$ cat src/rtl/som_sched_pkg.sv
package som_sched_pkg;

  localparam int ALPHA_W     = 16;
  localparam int NSEG        = 5;
  localparam int SLOPE_SHIFT = 16;
  localparam int ALPHA_START = 29491;  // 0.9 in Q1.15
  localparam int ALPHA_KNEE  = 655;    // 0.02 in Q1.15

  typedef logic [ALPHA_W-1:0] alpha_t;

  typedef struct packed {
    logic [13:0] first_ep;
    logic [15:0] icpt;
    logic [15:0] slope;
  } seg_t;

  // Tuning-phase segments: rate = icpt - (slope * t) >> 16
  function automatic seg_t seg_coef(input int idx);
    seg_t s;
    case (idx)
      0:       s = '{first_ep: 14'd1000, icpt: 16'd1075, slope: 16'd27488};
      1:       s = '{first_ep: 14'd1562, icpt: 16'd727,  slope: 16'd12949};
      2:       s = '{first_ep: 14'd2125, icpt: 16'd511,  slope: 16'd6228};
      3:       s = '{first_ep: 14'd3250, icpt: 16'd321,  slope: 16'd2405};
      default: s = '{first_ep: 14'd5500, icpt: 16'd184,  slope: 16'd773};
    endcase
    return s;
  endfunction

  function automatic int ceil_sqrt(input int v);
    int r;
    r = 0;
    for (int k = 0; k <= v; k++) begin
      if (k * k < v) r = k + 1;
    end
    return r;
  endfunction

endpackage

$ cat src/rtl/som_epoch_ctr.sv
module som_epoch_ctr #(
  parameter int T_MAX = 10000,
  parameter int EW    = $clog2(T_MAX + 1)
) (
  input  logic          clk,
  input  logic          srst,
  input  logic          tick,
  output logic [EW-1:0] epoch,
  output logic          adv
);
  logic [EW-1:0] cnt_q;

  assign adv   = tick && (cnt_q != EW'(T_MAX));
  assign epoch = cnt_q;

  always_ff @(posedge clk) begin
    if (srst)     cnt_q <= '0;
    else if (adv) cnt_q <= cnt_q + EW'(1);
  end
endmodule

$ cat src/rtl/som_lin_ramp.sv
module som_lin_ramp #(
  parameter int VW    = 16,
  parameter int START = 0,
  parameter int DROP  = 0,
  parameter int SPAN  = 1
) (
  input  logic          clk,
  input  logic          srst,
  input  logic          step,
  output logic [VW-1:0] value
);
  localparam int QUO = DROP / SPAN;
  localparam int REM = DROP % SPAN;
  localparam int RMW = $clog2(SPAN + 1);

  logic [VW-1:0]  val_q;
  logic [RMW-1:0] rem_q, rem_nx;
  logic [RMW:0]   rem_sum;
  logic           carry;
  logic [VW-1:0]  dec;

  always_comb begin
    rem_sum = {1'b0, rem_q} + (RMW+1)'(REM);
    carry   = (rem_sum >= (RMW+1)'(SPAN));
    rem_nx  = carry ? RMW'(rem_sum - (RMW+1)'(SPAN)) : RMW'(rem_sum);
    dec     = VW'(QUO) + VW'(carry);
  end

  always_ff @(posedge clk) begin
    if (srst) begin
      val_q <= VW'(START);
      rem_q <= '0;
    end else if (step) begin
      val_q <= val_q - dec;
      rem_q <= rem_nx;
    end
  end

  assign value = val_q;
endmodule

$ cat src/rtl/som_pwl_decay.sv
module som_pwl_decay
  import som_sched_pkg::*;
#(
  parameter int EW = 14
) (
  input  logic [EW-1:0] epoch,
  output alpha_t        rate
);
  localparam int PW = ALPHA_W + EW;

  logic [NSEG-1:0] hit;
  seg_t            sel;
  logic [PW-1:0]   prod;
  logic [PW-1:0]   drop;

  for (genvar g = 0; g < NSEG; g++) begin : g_seg
    localparam seg_t S = seg_coef(g);
    assign hit[g] = (32'(epoch) >= 32'(S.first_ep));
  end

  always_comb begin
    sel = seg_coef(0);
    for (int i = 0; i < NSEG; i++) begin
      if (hit[i]) sel = seg_coef(i);
    end
    prod = PW'(sel.slope) * PW'(epoch);
    drop = prod >> SLOPE_SHIFT;
    rate = sel.icpt - drop[ALPHA_W-1:0];
  end
endmodule

$ cat src/rtl/som_sched.sv
module som_sched
  import som_sched_pkg::*;
#(
  parameter int ROWS  = 5,
  parameter int COLS  = 5,
  parameter int TAU   = 1000,
  parameter int T_MAX = 10000,
  localparam int EW     = $clog2(T_MAX + 1),
  localparam int R0_RAW = ceil_sqrt((ROWS - 1) * (ROWS - 1) + (COLS - 1) * (COLS - 1)),
  localparam int R0     = (R0_RAW < 1) ? 1 : R0_RAW,
  localparam int RW     = $clog2(R0 + 1)
) (
  input  logic          clk,
  input  logic          srst,
  input  logic          epoch_tick,
  output logic [EW-1:0] epoch_o,
  output logic [15:0]   alpha_o,
  output logic [RW-1:0] radius_o,
  output logic          tuning_o
);
  logic [EW-1:0] epoch;
  logic          adv;
  logic          ord_step;
  alpha_t        alpha_ord;
  alpha_t        alpha_tun;
  logic [RW-1:0] rad_ord;
  logic          tuning;

  som_epoch_ctr #(.T_MAX(T_MAX), .EW(EW)) ctr_i (
    .clk(clk), .srst(srst), .tick(epoch_tick), .epoch(epoch), .adv(adv)
  );

  assign tuning   = (epoch >= EW'(TAU));
  assign ord_step = adv && !tuning;

  som_lin_ramp #(
    .VW(ALPHA_W), .START(ALPHA_START), .DROP(ALPHA_START - ALPHA_KNEE), .SPAN(TAU)
  ) alpha_ramp_i (
    .clk(clk), .srst(srst), .step(ord_step), .value(alpha_ord)
  );

  som_lin_ramp #(
    .VW(RW), .START(R0), .DROP(R0 - 1), .SPAN(TAU)
  ) radius_ramp_i (
    .clk(clk), .srst(srst), .step(ord_step), .value(rad_ord)
  );

  som_pwl_decay #(.EW(EW)) pwl_i (
    .epoch(epoch), .rate(alpha_tun)
  );

  assign epoch_o  = epoch;
  assign tuning_o = tuning;
  assign alpha_o  = tuning ? alpha_tun : alpha_ord;
  assign radius_o = tuning ? RW'(1) : rad_ord;
endmodule

$ cat config.mk
export PLATFORM = sky130hd
export DESIGN_NAME = som_sched
export DESIGN_NICKNAME = d
export VERILOG_FILES = /design/src/rtl/som_sched_pkg.sv /design/src/rtl/som_epoch_ctr.sv /design/src/rtl/som_lin_ramp.sv /design/src/rtl/som_pwl_decay.sv /design/src/rtl/som_sched.sv
export SDC_FILE = /design/constraint.sdc
export NUM_CORES = 1
export LEC_CHECK = 0
export ABC_AREA = 1
export CAP_MARGIN = 25
export CORE_UTILIZATION = 40
export DETAILED_ROUTE_END_ITERATION = 16
export RECOVER_POWER = 25
export SETUP_SLACK_MARGIN = 0.5
export SYNTH_ARGS = -nofsm -noshare
export SYNTH_HDL_FRONTEND = slang
export SYNTH_SLANG_ARGS = --single-unit
$ cat constraint.sdc
create_clock -name clk -period 20.5 [get_ports clk]
set_input_delay 4.1 -clock clk [delete_from_list [all_inputs] [get_ports clk]]
set_output_delay 4.1 -clock clk [all_outputs]
set_load 0.005 [all_outputs]
==> results by group <==
Global route
  • Largest net degree at the start of global routing: 31
  • Number of global-route vias before repair: 8040
  • First-pass GRT wire length: ~42000 µm
  • Total GRT Usage: 0.2193
  • Initial antenna violation count: 0
  • Total congestion overflow: 0

STA
  • Clk_skew: 0.01318 ns
  • Fmax: 68.62 MHz
  • Max-slew violations: 0
  • Slew margin rel.: 0.02689
  • RSZ-0062 raised after global routing: false
  • Fin Setup TNS: 0 ns
  • Final Hold Vio Count: 0
  • Min Tclk post-route: 14.57 ns
  • Period utilization: 0.7109
  • Hold Worst Slack: ~0.48 ns
  • # setup viols final: 0
  • Worst slew pin tran: ~1.5 ns

Power and ir drop
  • Pleak: 5.594 nW
  • Power Dens Cells: 29.03 mW/mm²
  • Maximum vdd drop: approximately 0.000033 V

CTS
  • Worst-path clk slew: ~0.080 ns
  • Hold buffer count at CTS: 0
  • CTS H-Tree Depth: 2
  • CTS buffer count: 5
  • Clock sinks: 51
  • Post-CTS sizing: 0
  • CTS max path bufs: 2
  • # Post-CTS Setup Buffers: 0
  • CTS tree: yes
  • Root buf cell: clkbuf_16
  • Clock Latency Late Sink: 0.31 ns

Setup path
  • Worst EP required: 16.40 ns
  • R2r worst-path depth: 10
  • Slowest library cell on the worst path: dfxtp_1
  • CP Launch Type: register
  • Crit path kind: register to output port
  • CP peak stage delay: 0.62 ns
  • Crit. End Element: output port
  • Worst-path maximum fanout: 11
  • Critical path data arrival time: 10.47 ns
  • Crit-path most repeated cell: nand2_1

Placement
  • Placed insts: 1635
  • DP HPWL: ~21000 µm
  • Port Buffers: 36
  • GPL Wtd Cong: roughly 0.95
  • Area post-placement: 0.01030 mm²

Finish
  • Design area: 0.01044 mm²
  • Ratio of cells with drive above 1 in the final layout: 0.04381
  • Area delta synth->final: 8.239%
  • Layout fillers: 2478
  • Ant diodes: 0
  • Fin nets: approximately 1600
  • Finished Layout Cells: about 1600

Detailed routing
  • Initial DRC count: 491
  • DRC viols: 0
  • Routed Antenna Nets: 0
  • Drt total wl: 25370 µm
  • Via count: 8199
  • Drt wl/cell: 15.44 µm
  • DR vias/cell: around 5.0
  • Pre-antenna DRT Iters: 5

Synth
  • Synth Warn #: 0
  • Sequential area share after synthesis: 0.1059
  • Avg Cell Area, Syn: ~7.4 µm²
  • Cell taking the most area after synthesis: fa_1
  • Yosys cell types: 49
  • #FFs+latches synth: 51
  • Share of the synthesized area in the top cell type: 0.2367
  • Gate count after technology mapping: 1299
  • Synthesized area: 0.009643 mm²
  • Synth area leaders: fa_1 24%, ha_1 18%, inv_1 11%

Min path
  • Hold Path Depth: 1
  • Worst Hold Class: register to register

Floorplan
  • Num rows: 56
  • I/O Pins: 37
  • Core ar.: 0.02354 mm²
  • Die width: ~160 µm
  • Die ar.: 0.02473 mm²
  • Initial cell density of the core: 0.4096
  • Die H: about 160 µm

Run status
  • Status: completed

Flow run
  • Number of max-cap violations: 0
## metrics by stage
step                      worst slack (ns)    util  power [W]
final                                5.927  0.4433  0.0003030
after global placement               6.307  0.4377  0.0002146
after global routing                 5.117  0.4433  0.0003267
after detailed placement             6.304  0.4377  0.0002150
after CTS                            5.901  0.4440  0.0003063
after floorplan                      8.394       -  0.0001902
## worst max-delay path: cells and delay by family, from the launching register on
kind                       cells  cell delay (ns)
xor gates and xnor gates       1             0.19
and+or+nand+nor               20             2.03
adders and majority gates      9             4.06
DFF                            1             0.62
AOI/OAI and AO/OA              8             1.34
buffers and inverters          8             1.91
## routing by layer
layer  share of wire  track usage
met3           0.048      0.02368
met5               0            0
met4           0.032      0.07351
met1            0.46       0.3022
met2            0.46       0.3563
## cells in the final DEF (no fill, tap or decap), drive strengths merged, types with 2 or more instances in the layout
cell,count
dfxtp,51
or2,3
a21oi,75
nand2,205
a21boi,2
dlygate4sd3,9
nand3b,3
inv,288
ha,141
o2111a,2
nand3,35
a31oi,7
clkbuf,6
nor4,5
nand4,14
nor2,154
fa,114
xor2,20
a211oi,4
a21o,6
clkinv,5
o21bai,4
clkdlybuf4s50,27
o21a,4
o21ai,78
o211ai,5
nor3,23
xnor2,12
conb,15
## synthesized netlist by cell type (all sizes together)
master,instances
nor2,154
buf,10
xnor2,12
o21ai,78
nor4,5
dfxtp,51
fa,114
a21oi,75
o21a,4
and2,1
nor3,23
a31oi,7
clkbuf,24
ha,141
o21bai,4
or2,3
xor2,20
clkinv,4
or3,1
o221ai,1
inv,287
o211ai,5
o2111a,2
nand2,205
a211oi,4
nand3b,3
o22ai,1
a221oi,1
nand4,14
a21o,6
nand3,35
a21boi,2
conb,2
## path summary, 6_finish.rpt
path | from | to | slack [ns]
hold / removal | radius_ramp_i.value[2] | radius_ramp_i.value[2] | 0.48
setup / recovery | ctr_i.epoch[0] | alpha_o[12] | 5.93
setup reg to reg | ctr_i.epoch[0] | radius_ramp_i.rem_q[0] | 15.97
hold reg to reg | radius_ramp_i.value[2] | radius_ramp_i.value[2] | 0.48
## state kept, by name, summed over array words and instances (netlist names)
name / cells
radius_ramp_i.value: 3
radius_ramp_i.rem_q: 10
ctr_i.epoch: 14
alpha_ramp_i.rem_q: 8
alpha_ramp_i.value: 16
## cell type report
cell class	count	area [µm²]	area share
Clock buffer	5	125.1	0.01199
Clock inverter	3	23.77	0.002278
Inverter	291	1092	0.1047
Multi-Input combinational cell	936	7405	0.7094
Sequential cell	51	1021	0.09782
Tap cell	319	399.1	0.03824
Timing Repair Buffer	38	371.6	0.03560
## power by group
group	internal, W	switching, W
registers	0.000104	0.00000549
logic	0.0000405	0.0000629
clock network	0.0000461	0.0000436
## cell families (layout without fill, tap and decap cells)
group / count (synthesis) / count (layout) / synth area share
AOI/OAI and AO/OA: 190 / 190 / 0.1151
xor gates and xnor gates: 32 / 32 / 0.02906
adders and majority gates: 255 / 255 / 0.4196
other: 2 / 15 / 0.0007788
and+or+nand+nor: 444 / 444 / 0.1996
DFF: 51 / 51 / 0.1059
buffers and inverters: 325 / 337 / 0.1300
No activity file was read; power rests on OpenSTA's default activity.
